===== src/rtl/dlw_pkg.sv =====
package dlw_pkg;
  typedef enum logic [1:0] {
    OP_IDLE  = 2'd0,
    OP_READ  = 2'd1,
    OP_WRITE = 2'd2
  } op_e;
endpackage


===== src/rtl/dlw_cmd_pipe.sv =====
module dlw_cmd_pipe
  import dlw_pkg::*;
#(
  parameter int ADDR_W = 4,
  parameter int BYTES  = 8
) (
  input  logic              clk_i,
  input  logic              rst_ni,
  input  logic [ADDR_W-1:0] addr_i,
  input  logic              we_ni,
  input  logic              ce1_ni,
  input  logic              ce2_i,
  input  logic [BYTES-1:0]  be_ni,
  output op_e               s1_op_o,
  output logic [ADDR_W-1:0] s1_addr_o,
  output op_e               s2_op_o,
  output logic [ADDR_W-1:0] s2_addr_o,
  output logic [BYTES-1:0]  s2_mask_o,
  output logic              s2_echo_o
);
  localparam int STAGES = 2;

  op_e               op_in;
  op_e               op_q   [STAGES];
  logic [ADDR_W-1:0] addr_q [STAGES];
  logic [BYTES-1:0]  mask_q [STAGES];
  logic              echo_q [STAGES];

  always_comb begin
    if (ce1_ni || !ce2_i) op_in = OP_IDLE;
    else if (we_ni)       op_in = OP_READ;
    else                  op_in = OP_WRITE;
  end

  always_ff @(posedge clk_i or negedge rst_ni) begin
    if (!rst_ni) begin
      op_q[0]   <= OP_IDLE;
      addr_q[0] <= '0;
      mask_q[0] <= '0;
      echo_q[0] <= 1'b0;
    end else begin
      op_q[0]   <= op_in;
      addr_q[0] <= addr_i;
      mask_q[0] <= ~be_ni;
      echo_q[0] <= ce2_i;
    end
  end

  for (genvar s = 1; s < STAGES; s++) begin : g_stage
    always_ff @(posedge clk_i or negedge rst_ni) begin
      if (!rst_ni) begin
        op_q[s]   <= OP_IDLE;
        addr_q[s] <= '0;
        mask_q[s] <= '0;
        echo_q[s] <= 1'b0;
      end else begin
        op_q[s]   <= op_q[s-1];
        addr_q[s] <= addr_q[s-1];
        mask_q[s] <= mask_q[s-1];
        echo_q[s] <= echo_q[s-1];
      end
    end
  end

  assign s1_op_o   = op_q[0];
  assign s1_addr_o = addr_q[0];
  assign s2_op_o   = op_q[STAGES-1];
  assign s2_addr_o = addr_q[STAGES-1];
  assign s2_mask_o = mask_q[STAGES-1];
  assign s2_echo_o = echo_q[STAGES-1];
endmodule


===== src/rtl/dlw_array.sv =====
module dlw_array #(
  parameter int DEPTH  = 16,
  parameter int ADDR_W = 4,
  parameter int BYTES  = 8,
  parameter int BYTE_W = 9
) (
  input  logic                    clk_i,
  input  logic                    rst_ni,
  input  logic                    rd_en_i,
  input  logic [ADDR_W-1:0]       rd_addr_i,
  input  logic                    wr_en_i,
  input  logic [ADDR_W-1:0]       wr_addr_i,
  input  logic [BYTES-1:0]        wr_mask_i,
  input  logic [BYTES*BYTE_W-1:0] wdata_i,
  output logic [BYTES*BYTE_W-1:0] rd_data_o
);
  logic              same_addr;
  logic [BYTE_W-1:0] mem_q [DEPTH][BYTES];
  logic [BYTE_W-1:0] rd_q  [BYTES];

  assign same_addr = wr_en_i && (wr_addr_i == rd_addr_i);

  for (genvar g = 0; g < BYTES; g++) begin : g_lane
    always_ff @(posedge clk_i or negedge rst_ni) begin
      if (!rst_ni) begin
        for (int d = 0; d < DEPTH; d++) mem_q[d][g] <= '0;
      end else if (wr_en_i && wr_mask_i[g]) begin
        mem_q[wr_addr_i][g] <= wdata_i[g*BYTE_W +: BYTE_W];
      end
    end

    // lookup merges bytes committing on this same edge
    always_ff @(posedge clk_i or negedge rst_ni) begin
      if (!rst_ni) begin
        rd_q[g] <= '0;
      end else if (rd_en_i) begin
        if (same_addr && wr_mask_i[g]) rd_q[g] <= wdata_i[g*BYTE_W +: BYTE_W];
        else                           rd_q[g] <= mem_q[rd_addr_i][g];
      end
    end

    assign rd_data_o[g*BYTE_W +: BYTE_W] = rd_q[g];
  end
endmodule


===== src/rtl/dlw_out_stage.sv =====
module dlw_out_stage #(
  parameter int DATA_W = 72
) (
  input  logic              clk_i,
  input  logic              rst_ni,
  input  logic              rd_done_i,
  input  logic [DATA_W-1:0] rd_data_i,
  input  logic              echo_i,
  output logic [DATA_W-1:0] rdata_o,
  output logic              oe_o,
  output logic              echo_en_o
);
  always_ff @(posedge clk_i or negedge rst_ni) begin
    if (!rst_ni) begin
      rdata_o   <= '0;
      oe_o      <= 1'b0;
      echo_en_o <= 1'b0;
    end else begin
      oe_o      <= rd_done_i;
      echo_en_o <= echo_i;
      if (rd_done_i) rdata_o <= rd_data_i;
    end
  end
endmodule


===== src/rtl/dlw_sram.sv =====
module dlw_sram
  import dlw_pkg::*;
#(
  parameter int DEPTH  = 16,
  parameter int BYTES  = 8,
  parameter int BYTE_W = 9,
  localparam int ADDR_W = $clog2(DEPTH),
  localparam int DATA_W = BYTES * BYTE_W
) (
  input  logic              clk_i,
  input  logic              rst_ni,
  input  logic [ADDR_W-1:0] addr_i,
  input  logic              we_ni,
  input  logic              ce1_ni,
  input  logic              ce2_i,
  input  logic [BYTES-1:0]  be_ni,
  input  logic [DATA_W-1:0] wdata_i,
  output logic [DATA_W-1:0] rdata_o,
  output logic              oe_o,
  output logic              echo_en_o
);
  op_e               s1_op, s2_op;
  logic [ADDR_W-1:0] s1_addr, s2_addr;
  logic [BYTES-1:0]  s2_mask;
  logic              s2_echo;
  logic [DATA_W-1:0] rd_data;

  dlw_cmd_pipe #(.ADDR_W(ADDR_W), .BYTES(BYTES)) cmd_i (
    .clk_i     (clk_i),
    .rst_ni    (rst_ni),
    .addr_i    (addr_i),
    .we_ni     (we_ni),
    .ce1_ni    (ce1_ni),
    .ce2_i     (ce2_i),
    .be_ni     (be_ni),
    .s1_op_o   (s1_op),
    .s1_addr_o (s1_addr),
    .s2_op_o   (s2_op),
    .s2_addr_o (s2_addr),
    .s2_mask_o (s2_mask),
    .s2_echo_o (s2_echo)
  );

  dlw_array #(.DEPTH(DEPTH), .ADDR_W(ADDR_W), .BYTES(BYTES), .BYTE_W(BYTE_W)) array_i (
    .clk_i     (clk_i),
    .rst_ni    (rst_ni),
    .rd_en_i   (s1_op == OP_READ),
    .rd_addr_i (s1_addr),
    .wr_en_i   (s2_op == OP_WRITE),
    .wr_addr_i (s2_addr),
    .wr_mask_i (s2_mask),
    .wdata_i   (wdata_i),
    .rd_data_o (rd_data)
  );

  dlw_out_stage #(.DATA_W(DATA_W)) out_i (
    .clk_i     (clk_i),
    .rst_ni    (rst_ni),
    .rd_done_i (s2_op == OP_READ),
    .rd_data_i (rd_data),
    .echo_i    (s2_echo),
    .rdata_o   (rdata_o),
    .oe_o      (oe_o),
    .echo_en_o (echo_en_o)
  );
endmodule


===== config.mk =====
export PLATFORM = sky130hd
export DESIGN_NAME = dlw_sram
export DESIGN_NICKNAME = d
export VERILOG_FILES = /design/src/rtl/dlw_pkg.sv /design/src/rtl/dlw_cmd_pipe.sv /design/src/rtl/dlw_array.sv /design/src/rtl/dlw_out_stage.sv /design/src/rtl/dlw_sram.sv
export SDC_FILE = /design/constraint.sdc
export NUM_CORES = 1
export LEC_CHECK = 0
export ABC_AREA = 1
export BUFFER_PORTS_ARGS = -buffer_cell sky130_fd_sc_hd__buf_2
export CORE_MARGIN = 2
export CORE_UTILIZATION = 56
export CTS_BUF_LIST = sky130_fd_sc_hd__clkbuf_4
export DETAILED_ROUTE_END_ITERATION = 8
export PLACE_DENSITY_LB_ADDON = 0.15
export SLEW_MARGIN = 25
export SYNTH_ARGS = -nofsm -noshare
export SYNTH_HDL_FRONTEND = slang
export SYNTH_SLANG_ARGS = --single-unit

===== constraint.sdc =====
create_clock -name clk_i -period 1.48 [get_ports clk_i]
set_clock_uncertainty 0.15 [all_clocks]
set_input_delay 0.148 -clock clk_i [delete_from_list [all_inputs] [get_ports clk_i]]
set_output_delay 0.148 -clock clk_i [all_outputs]
set_load 0.005 [all_outputs]

=== Yosys cells after proc, flatten, opt, wreduce, memory -nomap -nowiden ===
Index checks and enable logic that the tools add are counted.

* $add $sub $neg: 0
* Multipliers: 0
* Div/mod/pow operators: 0
* $lt $le $gt $ge: 3
* Eq/ne operators: 4
* Shifts and indexed selects: 0
* Multiplexer cells: 37
* Bitwise gates (word level): 3
* Reductions and logical operators: 28

{| class="wikitable"
|+ Operators with widths
! operator !! count
|-
| 1152-bit bitwise mux || 8
|-
| 72-bit demux with 4-bit select || 8
|-
| 72-bit binary-select mux with 4-bit select || 1
|-
| 72-bit two-way mux || 3
|-
| 9-bit two-way mux || 9
|-
| 63-bit two-way mux || 1
|-
| 54-bit two-way mux || 1
|-
| 45-bit two-way mux || 1
|-
| 36-bit two-way mux || 1
|-
| 27-bit two-way mux || 1
|-
| 1-bit logical AND || 18
|-
| 18-bit two-way mux || 1
|-
| 2-bit AND reduction || 8
|-
| 5-bit greater-or-equal comparator, second input constant || 2
|-
| 4-bit inverter with 5-bit output || 2
|-
| 8-bit inverter || 1
|-
| 5-bit by 1-bit < comparator with 1-bit output, second input constant || 1
|-
| 2-bit by 1-bit == test with 1-bit output, second input constant || 2
|-
| 4-bit == test || 1
|-
| 2-bit two-way mux || 2
|-
| 2-bit == test, second input constant || 1
|-
| 1-bit zero test || 1
|-
| 1-bit logical OR || 1
|}

* Register bits: 9,392
* Latch bits: 0
* Bits in writable memories: 0
* Memory bits (read-only): 0
* Logic and storage cells: 1,118
* Memories: 0

=== Depth between registers and ports, before layout ===
Gate-level depths: netlist (run 1).

* Depth after elaboration: 6
* Depth in mapped cells: 7
* Mapped depth without buffers: 6

=== By module ===
Synthesis (run 1) repeated with hierarchy kept, for this count alone.

* Cell total of the unflattened synthesis: 854
* Area total of the unflattened synthesis: 7,542.2 um^2

{| class="wikitable"
|+ Modules (own cells, without submodules)
! module !! instances !! cells an instance !! area an instance (um^2)
|-
| dlw_array || 1 || 491 || 3,861.2
|-
| dlw_out_stage || 1 || 306 || 2,798.9
|-
| dlw_cmd_pipe || 1 || 51 || 859.6
|-
| dlw_sram || 1 || 6 || 22.5
|}

=== Worst setup path after synthesis (run 1) ===
OpenSTA, ideal clock, no wires.

* Kind: register to register
* Start: register cmd_i.addr_q, in the netlist cmd_i.s1_addr_o[0]
* End: register array_i.rd_q, in the netlist array_i.rd_data_o[13]
* Setup time: 0.065 ns
* Arrival time: 1.041 ns
* Data required time: 1.265 ns
* Slack: 0.224 ns
* Cell stages (with the launch flop): 7
* Cells stage by stage: dfrtp_1 > nand2_1 > nand3_4 > nor2_8 > buf_8 > nand4_1 > nand2_1

* Cells in the longest elaborated chain, start to end: 5

{| class="wikitable"
|+ Ends and longest elaborated chain
! item !! RTL line !! text
|-
| start: declaration || dlw_cmd_pipe.sv:25 || <nowiki>logic [ADDR_W-1:0] addr_q [STAGES];</nowiki>
|-
| 4-bit inverter with 5-bit output (not written as such) || dlw_array.sv:38 || <nowiki>else rd_q[g] <= mem_q[rd_addr_i][g];</nowiki>
|-
| 72-bit binary-select mux with 4-bit select || dlw_array.sv:38 ||
|-
| 72-bit two-way mux (2 in series) || -- ||
|-
| 9-bit two-way mux (*) || dlw_array.sv:37 || <nowiki>if (same_addr && wr_mask_i[g]) rd_q[g] <= wdata_i[g*BYTE_W +: BYTE_W];</nowiki>
|-
| end signal: indexed assignment || dlw_array.sv:37 ||
|-
| end signal: indexed assignment || dlw_array.sv:38 ||
|-
| end: declaration || dlw_array.sv:19 || <nowiki>logic [BYTE_W-1:0] rd_q [BYTES];</nowiki>
|}

Mark *: on every way between the ends. The rest lies on a longest branch, timed or not. The select of a mux whose other input is x is not followed.
A chain may end at the register's enable or synchronous reset.

=== Worst setup path in the final report (run 1) ===
* Start: register cmd_i.addr_q, in the netlist cmd_i.s1_addr_o[1]
* End: register array_i.rd_q, in the netlist array_i.rd_data_o[46]

The elaborated chain is that of the path after synthesis.

==> results of run 1 <==
==> state kept, by name (all words and copies together), names as in the netlist <==
| register | count |
|---|---|
| cmd_i.mask_q | 8 |
| cmd_i.s2_op_o | 2 |
| cmd_i.s1_addr_o | 4 |
| cmd_i.s2_echo_o | 1 |
| out_i.oe_o | 1 |
| cmd_i.s2_mask_o | 8 |
| cmd_i.s1_op_o | 2 |
| array_i.rd_data_o | 72 |
| cmd_i.s2_addr_o | 4 |
| out_i.echo_en_o | 1 |
| out_i.rdata_o | 72 |
| cmd_i.echo_q | 1 |
==> layout by cell type, fill, tap and decap left out, drive strengths merged <==
cell / netlist / final
inv: 92 / 92
nor3b: 1 / 1
nand4: 72 / 72
dlygate4sd3: 0 / 90
dfrtp: 176 / 176
clkinv: 0 / 5
nor3: 1 / 1
nand2: 371 / 371
bufinv: 0 / 5
nand3: 2 / 2
nor2: 75 / 75
buf: 46 / 183
clkinvlp: 0 / 3
clkbuf: 6 / 25
==> metal layers <==
layer  part of all wire [%]  GRT usage, %  up-vias
met3                    6.0          5.45       40
met5                      0             0        -
met4                    2.1          9.30        0
li1                       -             -     3065
met2                     51          48.5      269
met1                     41          37.5     3137
==> synth_stat cells <==
| cell type | number |
|---|---|
| sky130_fd_sc_hd__buf_6 | 9 |
| sky130_fd_sc_hd__nor2_4 | 1 |
| sky130_fd_sc_hd__inv_2 | 3 |
| sky130_fd_sc_hd__buf_8 | 7 |
| sky130_fd_sc_hd__nand3_4 | 2 |
| sky130_fd_sc_hd__inv_1 | 89 |
| sky130_fd_sc_hd__buf_2 | 16 |
| sky130_fd_sc_hd__nand2_2 | 2 |
| sky130_fd_sc_hd__nor3_1 | 1 |
| sky130_fd_sc_hd__nor2_8 | 1 |
| sky130_fd_sc_hd__nor2_1 | 73 |
| sky130_fd_sc_hd__clkbuf_1 | 6 |
| sky130_fd_sc_hd__nand2_1 | 369 |
| sky130_fd_sc_hd__buf_4 | 14 |
| sky130_fd_sc_hd__nor3b_1 | 1 |
| sky130_fd_sc_hd__nand4_1 | 72 |
| sky130_fd_sc_hd__dfrtp_1 | 176 |
==> final cells by class <==
cell class | count | share of cell area, %
Timing Repair Buffer | 280 | 22.7
Multi-Input combinational cell | 522 | 22.8
Inverter | 92 | 3.55
Clock buffer | 18 | 1.39
Clock inverter | 13 | 1.99
Tap cell | 172 | 2.21
Sequential cell | 176 | 45.3
==> kinds of logic (layout without fill, tap and decap cells) <==
group / after synthesis / after routing
buf+inv: 144 / 403
flops: 176 / 176
simple gates: 522 / 522
==> what timing repair did <==
action	CTS	global route
resized for setup	0	2
endpoints found under the hold margin	263	0
hold buffers	90	0
buffers inserted	0	2
setup endpoints to repair	0	59
==> per-stage QoR <==
step,setup slack [ns],cell area [sq um]
after floorplan,0.224,7360
after CTS,0.0122,9520
after global placement,0.121,8290
final,-0.0299,9720
after detailed placement,0.0887,8290
after global routing,-0.0999,9720
==> where the power goes <==
group	switching, mW	internal [mW]
clock network	1.59	1.49
logic	0.555	0.527
registers	0.129	4.96
total	2.27	6.98
==> worst min-delay path by stage <==
stage               depth (start not counted)                                to  startpoint  slack (ns)
finish                                      2      cmd_i.s1_addr_o[1]$_DFF_PN0_   addr_i[1]        0.08
floorplan                                   0  array_i.rd_data_o[0]$_DFFE_PN0N_      rst_ni       -0.30
global placement                            1     out_i.rdata_o[41]$_DFFE_PN0P_      rst_ni       -0.09
global route                                2      cmd_i.s1_addr_o[0]$_DFF_PN0_   addr_i[0]        0.05
detailed placement                          1     out_i.rdata_o[41]$_DFFE_PN0P_      rst_ni       -0.09
CTS                                         2      cmd_i.s1_addr_o[3]$_DFF_PN0_   addr_i[3]        0.04
==> impl_metrics.prom, run 1 <==
# TYPE chip_impl_metric gauge
chip_impl_metric{name="power.density",unit="nW/um^2"} 952
chip_impl_metric{name="clk-insertion-delay-late",unit="ns"} 0.56
chip_impl_metric{name="crit_cells",unit=""} 8
chip_impl_metric{name="final-max-slew-violation-count",unit=""} 0
chip_impl_metric{name="fp.coreArea",unit="sq um"} 12700
chip_impl_metric{name="post-route-util",unit="%"} 76.4
chip_impl_metric{name="synthesized_flop_and_latch_total",unit=""} 176
chip_impl_metric{name="drt_wl_total",unit="um"} 20000
chip_impl_metric{name="timing.final.setup_violations",unit=""} 9
chip_impl_metric{name="area_growth",unit="%"} 32.0
chip_impl_info{name="dominant_cell_type_by_count_on_the_critical_path",value="sky130_fd_sc_hd__nand2_1"} 1
chip_impl_info{name="crit_family",value="simple AND/OR/NAND/NOR gates"} 1
chip_impl_metric{name="num_vias",unit=""} 6511
chip_impl_metric{name="via_count_of_the_first_global_routing_pass",unit=""} 6500
chip_impl_metric{name="worst_hold_slack",unit="ns"} 0.0810
chip_impl_info{name="violations",value="setup timing"} 1
chip_impl_info{name="cts_root_buf",value="sky130_fd_sc_hd__clkbuf_4"} 1
chip_impl_metric{name="slew_headroom",unit="%"} 64.5
chip_impl_metric{name="floorplan.die.width",unit="um"} 119
chip_impl_metric{name="finalNonFillerCells",unit=""} 1273
chip_impl_metric{name="synth.area.mux_share",unit="%"} 0
chip_impl_metric{name="postSynthNetCount",unit=""} 931
chip_impl_metric{name="synth_simple_gate_area_share",unit="%"} 29.9
chip_impl_metric{name="synthesis.instances",unit=""} 842
chip_impl_metric{name="total_power",unit="mW"} 9.26
chip_impl_metric{name="ant_nets",unit=""} 0
chip_impl_metric{name="worstPathMaxFanout",unit=""} 11
chip_impl_metric{name="drv_cap",unit=""} 0
chip_impl_metric{name="crit_required",unit="ns"} 1.84
chip_impl_metric{name="grt_first_pass_wirelength",unit="um"} 31700
chip_impl_metric{name="routed_wire_length_per_instance",unit="um"} 15.7
chip_impl_metric{name="gr-total-overflow",unit=""} 0
chip_impl_metric{name="core.rowCount",unit=""} 41
chip_impl_metric{name="floorplan.die_area",unit="sq um"} 14100
chip_impl_metric{name="placedCellCount",unit=""} 1143
chip_impl_metric{name="worst_r2r_path_depth",unit=""} 8
chip_impl_metric{name="layout_setup_ws",unit="ns"} -0.0299
chip_impl_metric{name="totalNegativeSetupSlack",unit="ns"} -0.0989
chip_impl_metric{name="cts.path.max_buffers",unit=""} 2
chip_impl_metric{name="track_usage",unit="%"} 28.7
chip_impl_info{name="ys_top_cells_by_area",value="sky130_fd_sc_hd__dfrtp_1 (60%), sky130_fd_sc_hd__nand2_1 (19%), sky130_fd_sc_hd__nand4_1 (6.1%)"} 1
chip_impl_info{name="status",value="complete, but fails checks"} 1
chip_impl_metric{name="design.final.nets",unit=""} 1178
chip_impl_metric{name="yosysWarningCount",unit=""} 2304
chip_impl_metric{name="drt-vias-per-instance",unit=""} 5.11
chip_impl_metric{name="cts.clk_slew.worst_paths",unit="ns"} 0.13
chip_impl_metric{name="antenna_cells_inserted",unit=""} 0
chip_impl_metric{name="cts_made_buffers",unit=""} 17
chip_impl_metric{name="sequential_cell_area",unit="sq um"} 4400
chip_impl_metric{name="routabilityCongestion",unit=""} 0.799
chip_impl_metric{name="port_buffers",unit=""} 162
chip_impl_metric{name="initial_core_util",unit="%"} 57.9
chip_impl_metric{name="ff2ff_setup_slack",unit="ns"} -0.03
chip_impl_metric{name="antenna_found_initial",unit=""} 0
chip_impl_metric{name="layout_worst_path_cycle_share",unit="%"} 102
chip_impl_metric{name="buf_inv_stages_crit_path",unit=""} 3
chip_impl_info{name="timing.rr.start",value="cmd_i.s1_addr_o[1]$_DFF_PN0_"} 1
chip_impl_metric{name="multi_input_comb_area",unit="sq um"} 2220
chip_impl_info{name="timing.critical_path.from_type",value="flip-flop"} 1
chip_impl_metric{name="dpl.hpwl",unit="um"} 11100
chip_impl_metric{name="cts_sinks",unit=""} 176
chip_impl_metric{name="timing.final.hold_violations",unit=""} 0
chip_impl_metric{name="detail_route.drc_violations",unit=""} 0
chip_impl_metric{name="post_synthesis_adder_cell_area_fraction",unit="%"} 0
chip_impl_metric{name="area_fraction_in_compound_gates_after_synthesis",unit="%"} 0
chip_impl_info{name="path_cells",value="inv_1 -> nand2_1 -> nand2_2 -> nor2_4 -> buf_12 -> buf_6 -> nand4_1 -> nand2_1"} 1
chip_impl_info{name="clock_tree_from_tritoncts",value="built"} 1
chip_impl_metric{name="yosys.cell_types.count",unit=""} 17
chip_impl_info{name="r2r_end",value="array_i.rd_data_o[46]$_DFFE_PN0N_"} 1
chip_impl_metric{name="fmax",unit="MHz"} 662
chip_impl_info{name="synth_top_area_cell",value="sky130_fd_sc_hd__dfrtp_1"} 1
chip_impl_info{name="main_combinational_cell_family_by_area_after_synthesis",value="simple AND/OR/NAND/NOR gates"} 1
chip_impl_metric{name="synth.cell_area",unit="sq um"} 7360
chip_impl_info{name="crit_path_end",value="array_i.rd_data_o[46]$_DFFE_PN0N_"} 1
chip_impl_metric{name="cp.arrival",unit="ns"} 1.87
chip_impl_metric{name="initialDrtViolationCount",unit=""} 541
chip_impl_metric{name="vdd.ir_drop.worst",unit="uV"} 653
chip_impl_metric{name="layout-drive-gt1-share",unit="%"} 20.9
chip_impl_metric{name="io-pin-count",unit=""} 163
chip_impl_info{name="critical-path-slowest-cell",value="sky130_fd_sc_hd__dfrtp_1"} 1
chip_impl_metric{name="worst_slew_pin_slew",unit="ns"} 0.532
chip_impl_info{name="end_kind",value="flip-flop"} 1
chip_impl_metric{name="period_minus_slack",unit="ns"} 1.51
chip_impl_metric{name="synthDominantCellAreaShare",unit="%"} 59.8
chip_impl_metric{name="avgSynthCellArea",unit="sq um"} 8.75
chip_impl_info{name="timing.critical_path.from",value="cmd_i.s1_addr_o[1]$_DFF_PN0_"} 1
chip_impl_info{name="rsz0062_at_grt",value="true"} 1
chip_impl_metric{name="cp_slowest_stage_delay",unit="ns"} 0.42
chip_impl_metric{name="power.leakage",unit="nW"} 5.81
chip_impl_info{name="holdCritPathClass",value="primary input to flip-flop"} 1
chip_impl_metric{name="die_height",unit="um"} 119
chip_impl_metric{name="yosys.area_share.xor_xnor",unit="%"} 0
chip_impl_metric{name="nFillCells",unit=""} 884
chip_impl_metric{name="clock_tree.htree_level_count",unit=""} 4
chip_impl_metric{name="proportion_of_synthesized_chip_area_in_sequential_cells",unit="%"} 59.8
chip_impl_metric{name="grt_max_degree",unit=""} 73
chip_impl_metric{name="drt_pass1_iterations",unit=""} 7
chip_impl_info{name="worst-setup-path-type",value="flip-flop to flip-flop"} 1
Power figures use the tool's default switching activity.
==> run 2: changes to the inputs <==
--- a/config.mk
+++ b/config.mk
@@ -12,6 +12,7 @@
 export CTS_BUF_LIST = sky130_fd_sc_hd__clkbuf_4
 export DETAILED_ROUTE_END_ITERATION = 8
 export PLACE_DENSITY_LB_ADDON = 0.15
+export SKIP_LAST_GASP = 1
 export SLEW_MARGIN = 25
 export SYNTH_ARGS = -nofsm -noshare
 export SYNTH_HDL_FRONTEND = slang
==> run 2 against run 1 <==
The flow still finishes with violations (setup timing). Global-route usage unchanged. Total power increased by 0.18%. Worst setup slack improved by 0.0047 ns. Highest routed layer unchanged.
==> impl_metrics.prom, run 2 (synthesis results as in run 1) <==
# TYPE chip_impl_metric gauge
chip_impl_metric{name="drt_pass1_iterations",unit=""} 5
chip_impl_metric{name="worst_slew_pin_slew",unit="ns"} 0.533
chip_impl_info{name="worst-setup-path-type",value="flip-flop to flip-flop"} 1
chip_impl_metric{name="timing.final.hold_violations",unit=""} 0
chip_impl_metric{name="cts_made_buffers",unit=""} 17
chip_impl_metric{name="power.leakage",unit="nW"} 5.81
chip_impl_metric{name="drt-vias-per-instance",unit=""} 5.11
chip_impl_metric{name="vdd.ir_drop.worst",unit="uV"} 653
chip_impl_metric{name="timing.final.setup_violations",unit=""} 8
chip_impl_metric{name="io-pin-count",unit=""} 163
chip_impl_metric{name="via_count_of_the_first_global_routing_pass",unit=""} 6500
chip_impl_metric{name="area_growth",unit="%"} 32.0
chip_impl_metric{name="globalRouteMet1Util",unit="%"} 37.5
chip_impl_metric{name="slew_headroom",unit="%"} 64.5
chip_impl_metric{name="crit_required",unit="ns"} 1.84
chip_impl_info{name="clock_tree_from_tritoncts",value="built"} 1
chip_impl_info{name="layout_commonest_cell",value="sky130_fd_sc_hd__nand2_1"} 1
chip_impl_info{name="violations",value="setup timing"} 1
chip_impl_metric{name="cts.clk_slew.worst_paths",unit="ns"} 0.14
chip_impl_metric{name="fp.coreArea",unit="sq um"} 12700
chip_impl_metric{name="routed_wire_length_per_instance",unit="um"} 15.8
chip_impl_metric{name="summed_area_of_non_filler_cells_in_the_final_layout",unit="sq um"} 9720
chip_impl_metric{name="grt_first_pass_wirelength",unit="um"} 31700
chip_impl_metric{name="global_route.usage.met3",unit="%"} 5.45
chip_impl_info{name="timing.critical_path.from_type",value="flip-flop"} 1
chip_impl_info{name="status",value="complete, but fails checks"} 1
chip_impl_metric{name="ant_nets",unit=""} 0
chip_impl_metric{name="power.sequential.fraction",unit="%"} 54.9
chip_impl_metric{name="cp.arrival",unit="ns"} 1.86
chip_impl_metric{name="cp_slowest_stage_delay",unit="ns"} 0.42
chip_impl_metric{name="gr-total-overflow",unit=""} 0
chip_impl_metric{name="antenna_cells_inserted",unit=""} 0
chip_impl_info{name="holdCritPathClass",value="primary input to flip-flop"} 1
chip_impl_metric{name="layout-drive-gt1-share",unit="%"} 20.9
chip_impl_info{name="gr-max-usage-layer",value="met2"} 1
chip_impl_metric{name="cts_sinks",unit=""} 176
chip_impl_info{name="end_kind",value="flip-flop"} 1
chip_impl_metric{name="core.rowCount",unit=""} 41
chip_impl_metric{name="track_usage",unit="%"} 28.7
chip_impl_metric{name="postPlaceCellArea",unit="sq um"} 8290
chip_impl_info{name="path_cells",value="inv_1 -> nand2_1 -> nand2_2 -> nor2_4 -> buf_12 -> buf_6 -> nand4_1 -> nand2_1"} 1
chip_impl_metric{name="proportion_of_power_drawn_by_combinational_gates",unit="%"} 11.7
chip_impl_metric{name="cts.path.max_buffers",unit=""} 2
chip_impl_metric{name="p_sw_share",unit="%"} 24.7
chip_impl_metric{name="port_buffers",unit=""} 162
chip_impl_metric{name="final-max-slew-violation-count",unit=""} 0
chip_impl_metric{name="drt_wl_total",unit="um"} 20100
chip_impl_metric{name="period_minus_slack",unit="ns"} 1.51
chip_impl_metric{name="power.share.clock",unit="%"} 33.4
chip_impl_metric{name="fmax",unit="MHz"} 664
chip_impl_metric{name="layout_worst_path_cycle_share",unit="%"} 102
chip_impl_info{name="cts_root_buf",value="sky130_fd_sc_hd__clkbuf_4"} 1
chip_impl_info{name="rsz0062_at_grt",value="true"} 1
chip_impl_metric{name="num_vias",unit=""} 6502
chip_impl_metric{name="worstPathMaxFanout",unit=""} 11
chip_impl_metric{name="layout_setup_ws",unit="ns"} -0.0251
chip_impl_info{name="final_cell_mix",value="sky130_fd_sc_hd__nand2_1 (367), sky130_fd_sc_hd__dfrtp_1 (176), sky130_fd_sc_hd__buf_2 (161)"} 1
chip_impl_metric{name="antenna_found_initial",unit=""} 0
chip_impl_metric{name="initialDrtViolationCount",unit=""} 620
chip_impl_metric{name="clock_tree.htree_level_count",unit=""} 4
chip_impl_metric{name="die_height",unit="um"} 119
chip_impl_metric{name="total_power",unit="mW"} 9.27
chip_impl_metric{name="clk-insertion-delay-late",unit="ns"} 0.57
chip_impl_metric{name="dpl.hpwl",unit="um"} 11100
chip_impl_info{name="dominant_cell_type_by_count_on_the_critical_path",value="sky130_fd_sc_hd__nand2_1"} 1
chip_impl_info{name="critical-path-slowest-cell",value="sky130_fd_sc_hd__dfrtp_1"} 1
chip_impl_metric{name="initial_core_util",unit="%"} 57.9
chip_impl_metric{name="drv_cap",unit=""} 0
chip_impl_metric{name="grt_use_met2",unit="%"} 48.5
chip_impl_metric{name="routabilityCongestion",unit=""} 0.799
chip_impl_metric{name="total_switching_power",unit="mW"} 2.29
chip_impl_metric{name="floorplan.die_area",unit="sq um"} 14100
chip_impl_metric{name="nFillCells",unit=""} 884
chip_impl_metric{name="power.density",unit="nW/um^2"} 954
chip_impl_metric{name="design.final.nets",unit=""} 1178
chip_impl_metric{name="grt_max_degree",unit=""} 73
chip_impl_metric{name="internal_power",unit="mW"} 6.98
chip_impl_metric{name="floorplan.die.width",unit="um"} 119
chip_impl_metric{name="detail_route.drc_violations",unit=""} 0
run 2: cell counts in the layout (fill, tap and decap cells not counted):
Identical to the previous run, type by type.
run 2: metrics by stage:
step	setup TNS [ns]	hold WS, ns	std cells	setup slack (ns)	util (%)
floorplan	0	-0.298	842	0.224	-
global placement	0	-0.0894	1143	0.121	65.2
detailed placement	0	-0.0878	1143	0.0887	65.2
CTS	0	0.0401	1264	0.0122	74.9
global route	-5.67	0.0547	1273	-0.101	76.4
finish	-0.0908	0.0868	1273	-0.0251	76.4
run 2: power groups by stage:
stage	sequential, mW	clock [mW]	combinational (mW)
2_1_floorplan	5.13	0	0.378
3_3_place_gp	5.17	0	0.768
3_5_place_dp	5.18	0	0.773
4_1_cts	5.09	3.12	0.957
5_1_grt	5.11	3.34	1.19
6_report	5.09	3.10	1.08
run 2: path summary, 6_finish.rpt:
check / start / endpoint / slack, ns / cells past startpoint
max reg2reg: cmd_i.s1_addr_o[1]$_DFF_PN0_ / array_i.rd_data_o[46]$_DFFE_PN0N_ / -0.03 / 8
min reg2reg: cmd_i.s2_echo_o$_DFF_PN0_ / out_i.echo_en_o$_DFF_PN0_ / 0.20 / 0
max: cmd_i.s1_addr_o[1]$_DFF_PN0_ / array_i.rd_data_o[46]$_DFFE_PN0N_ / -0.03 / 8
min: addr_i[1] / cmd_i.s1_addr_o[1]$_DFF_PN0_ / 0.09 / 2
max in group asynchronous: rst_ni / out_i.rdata_o[28]$_DFFE_PN0P_ / 0.20 / 4
min in group asynchronous: rst_ni / out_i.rdata_o[41]$_DFFE_PN0P_ / 0.43 / 3
run 2: repair_timing:
item / in CTS / in global routing
buffers inserted: 0 / 2
gates resized for setup: 0 / 2
hold buffers: 90 / 0
hold endpoints to repair: 263 / 0
setup endpoints to repair: 0 / 59
run 2: metal layers:
| metal | wire, um | share of wire [%] |
|---|---|---|
| met5 | 0 | 0 |
| met4 | 354 | 1.8 |
| met3 | 1300 | 6.5 |
| met2 | 10200 | 51 |
| met1 | 8230 | 41 |
run 2: cell type report:
type                       count  area, sq um  share of cell area, %
clock buffer                  18          135                   1.39
clock inverter                13          194                   1.99
inverter                      92          345                   3.55
multi-input combinational    522         2220                   22.8
sequential                   176         4400                   45.3
tap                          172          215                   2.21
timing repair buffer         280         2210                   22.7
run 2: worst max-delay path, delay by kind of cell (launching register included):
family                 cells  cell delay (ns)
DFF                        1             0.42
and+or+nand+nor            5             0.47
buffers and inverters      3             0.41
==> run 3: changes to the inputs <==
--- a/config.mk
+++ b/config.mk
@@ -12,6 +12,7 @@
 export CTS_BUF_LIST = sky130_fd_sc_hd__clkbuf_4
 export DETAILED_ROUTE_END_ITERATION = 8
 export PLACE_DENSITY_LB_ADDON = 0.15
+export REMOVE_ABC_BUFFERS = 1
 export SKIP_LAST_GASP = 1
 export SLEW_MARGIN = 25
 export SYNTH_ARGS = -nofsm -noshare
==> run 3 against run 2 <==
Critical path type unchanged. Wire length decreased by 8.3%. The run now ends clean. Total power is 0.61% lower. Via count is 3.0% lower. First-iteration DRC count is 9.4% lower. Count of clock-buffer cells in the layout grew 3. Largest power group unchanged. Final area up 0.68%. Worst setup slack better by 0.033 ns. Die area unchanged. Critical path depth is the same. Register-to-register slack improved by 0.03 ns.
==> impl_metrics.prom, run 3 (synthesis results as in run 1) <==
# TYPE chip_impl_metric gauge
chip_impl_metric{name="met2_length",unit="um"} 9110
chip_impl_metric{name="wirelength_met1",unit="um"} 7770
chip_impl_metric{name="worstPathMaxFanout",unit=""} 7
chip_impl_metric{name="proportion_of_power_drawn_by_combinational_gates",unit="%"} 11.8
chip_impl_metric{name="postPlaceCellArea",unit="sq um"} 8380
chip_impl_info{name="rsz0062_at_grt",value="true"} 1
chip_impl_metric{name="place_ws",unit="ns"} 0.103
chip_impl_metric{name="grt_max_degree",unit=""} 52
chip_impl_metric{name="amount_of_wire_on_met3_after_detailed_routing",unit="um"} 981
chip_impl_metric{name="cts_sinks",unit=""} 176
chip_impl_metric{name="design.final.nets",unit=""} 1184
chip_impl_metric{name="p_sw_share",unit="%"} 23.5
chip_impl_info{name="top_layer",value="met4"} 1
chip_impl_metric{name="floorplan.die_area",unit="sq um"} 14100
chip_impl_metric{name="initialDrtViolationCount",unit=""} 562
chip_impl_metric{name="drt_wl_total",unit="um"} 18400
chip_impl_metric{name="timing.final.hold_violations",unit=""} 0
chip_impl_metric{name="cts_made_buffers",unit=""} 17
chip_impl_metric{name="gr-total-overflow",unit=""} 0
chip_impl_metric{name="routabilityCongestion",unit=""} 0.790
chip_impl_metric{name="port_buffers",unit=""} 162
chip_impl_metric{name="drt-vias-per-instance",unit=""} 4.93
chip_impl_metric{name="final-max-slew-violation-count",unit=""} 0
chip_impl_metric{name="drv_cap",unit=""} 0
chip_impl_metric{name="summed_area_of_non_filler_cells_in_the_final_layout",unit="sq um"} 9790
chip_impl_metric{name="clock_tree.htree_level_count",unit=""} 4
chip_impl_metric{name="fmax",unit="MHz"} 679
chip_impl_info{name="clock_tree_from_tritoncts",value="built"} 1
chip_impl_metric{name="total_power",unit="mW"} 9.22
chip_impl_metric{name="layout_setup_ws",unit="ns"} 0.00806
chip_impl_metric{name="drt_pass1_iterations",unit=""} 5
chip_impl_metric{name="internal_power",unit="mW"} 7.05
chip_impl_info{name="cts_root_buf",value="sky130_fd_sc_hd__clkbuf_4"} 1
chip_impl_info{name="layout_commonest_cell",value="sky130_fd_sc_hd__nand2_1"} 1
chip_impl_metric{name="floorplan.die.width",unit="um"} 119
chip_impl_metric{name="slew_headroom",unit="%"} 72.2
chip_impl_metric{name="detail_route.drc_violations",unit=""} 0
chip_impl_metric{name="cts.clk_slew.worst_paths",unit="ns"} 0.12
chip_impl_metric{name="core.rowCount",unit=""} 41
chip_impl_info{name="final_cell_mix",value="sky130_fd_sc_hd__nand2_1 (367), sky130_fd_sc_hd__dfrtp_1 (176), sky130_fd_sc_hd__buf_2 (161)"} 1
chip_impl_metric{name="ant_nets",unit=""} 0
chip_impl_metric{name="cp.arrival",unit="ns"} 1.82
chip_impl_metric{name="vdd.ir_drop.worst",unit="uV"} 693
chip_impl_metric{name="fp.coreArea",unit="sq um"} 12700
chip_impl_info{name="worst-setup-path-type",value="flip-flop to flip-flop"} 1
chip_impl_metric{name="total_switching_power",unit="mW"} 2.17
chip_impl_metric{name="power.sequential.fraction",unit="%"} 55.1
chip_impl_metric{name="initial_core_util",unit="%"} 57.9
chip_impl_metric{name="routed_wire_length_per_instance",unit="um"} 14.4
chip_impl_metric{name="area_growth",unit="%"} 32.9
chip_impl_metric{name="finalNonFillerCells",unit=""} 1279
chip_impl_info{name="status",value="completed"} 1
chip_impl_metric{name="period_minus_slack",unit="ns"} 1.47
chip_impl_info{name="holdCritPathClass",value="primary input to flip-flop"} 1
chip_impl_metric{name="dpl.hpwl",unit="um"} 10400
chip_impl_metric{name="track_usage",unit="%"} 26.4
chip_impl_metric{name="io-pin-count",unit=""} 163
chip_impl_metric{name="layout-drive-gt1-share",unit="%"} 21.2
chip_impl_metric{name="antenna_found_initial",unit=""} 1
chip_impl_metric{name="power.share.clock",unit="%"} 33.1
chip_impl_metric{name="clk-insertion-delay-late",unit="ns"} 0.56
chip_impl_info{name="timing.critical_path.from_type",value="flip-flop"} 1
chip_impl_metric{name="grt_first_pass_wirelength",unit="um"} 29800
chip_impl_metric{name="power.leakage",unit="nW"} 5.85
chip_impl_metric{name="num_vias",unit=""} 6305
chip_impl_metric{name="layout_worst_path_cycle_share",unit="%"} 99.5
chip_impl_metric{name="cts.path.max_buffers",unit=""} 2
chip_impl_metric{name="crit_required",unit="ns"} 1.83
chip_impl_metric{name="worst_slew_pin_slew",unit="ns"} 0.416
chip_impl_metric{name="via_count_of_the_first_global_routing_pass",unit=""} 6163
chip_impl_info{name="end_kind",value="flip-flop"} 1
chip_impl_metric{name="timing.final.setup_violations",unit=""} 0
chip_impl_metric{name="placedCellCount",unit=""} 1147
chip_impl_metric{name="power.density",unit="nW/um^2"} 942
chip_impl_metric{name="die_height",unit="um"} 119
## run 3: area by class of cell
class,count,area (sq um)
tap,172,215
inverter,92,345
timing repair buffer,286,2280
clock buffer,21,158
clock inverter,9,165
antenna,1,2.50
fill,898,2930
multi-input combinational,522,2220
sequential,176,4400
## run 3: power by group through the flow
| stage | clock network, mW | registers, mW | logic [mW] |
|---|---|---|---|
| floorplan | 0 | 5.15 | 0.282 |
| global placement | 0 | 5.16 | 0.790 |
| detailed placement | 0 | 5.16 | 0.796 |
| CTS | 3.12 | 5.07 | 0.978 |
| global route | 3.33 | 5.10 | 1.20 |
| finish | 3.05 | 5.07 | 1.09 |
## run 3: final timing paths
path / slack, ns / endpoint / cells past startpoint / start
setup / recovery: 0.008 / array_i.rd_data_o[43]$_DFFE_PN0N_ / 8 / cmd_i.s1_addr_o[1]$_DFF_PN0_
hold / removal: 0.08 / cmd_i.s1_addr_o[3]$_DFF_PN0_ / 2 / addr_i[3]
setup reg to reg: 0.008 / array_i.rd_data_o[43]$_DFFE_PN0N_ / 8 / cmd_i.s1_addr_o[1]$_DFF_PN0_
hold reg to reg: 0.21 / cmd_i.s2_mask_o[1]$_DFF_PN0_ / 0 / cmd_i.mask_q[9]$_DFF_PN0_
max in group asynchronous: 0.18 / array_i.rd_data_o[40]$_DFFE_PN0N_ / 4 / rst_ni
min in group asynchronous: 0.44 / array_i.rd_data_o[4]$_DFFE_PN0N_ / 3 / rst_ni
## run 3: critical path, stage by stage, from the launching register on
cell and delay (ns):
sky130_fd_sc_hd__dfrtp_1 0.41, sky130_fd_sc_hd__inv_1 0.05, sky130_fd_sc_hd__nand2_1 0.06, sky130_fd_sc_hd__nand2_2 0.06, sky130_fd_sc_hd__nor2_4 0.14, sky130_fd_sc_hd__buf_12 0.16
sky130_fd_sc_hd__clkbuf_16 0.16, sky130_fd_sc_hd__nand4_1 0.12, sky130_fd_sc_hd__nand2_1 0.11
## run 3: repair_timing
| item | 4_1_cts | 5_1_grt |
|---|---|---|
| setup buffers | 0 | 5 |
| setup endpoints to repair | 0 | 77 |
| hold buffers | 90 | 0 |
| hold endpoints to repair | 263 | 0 |
| gates resized for setup | 0 | 2 |
## run 3: per-layer routing
layer | track usage [%] | vias up
met1 | 35.3 | 2936
met5 | 0 | -
met3 | 5.12 | 42
met2 | 43.1 | 243
met4 | 9.97 | 0
li1 | - | 3084
## run 3: per-stage QoR
stage                     setup TNS, ns  util (%)  hold WS, ns
after floorplan                 -320.19         -       -0.298
after global placement                0      65.9      -0.0578
after detailed placement              0      65.9      -0.0536
after CTS                             0      75.5       0.0435
after global routing              -4.34      76.9       0.0364
final                                 0      76.9       0.0820
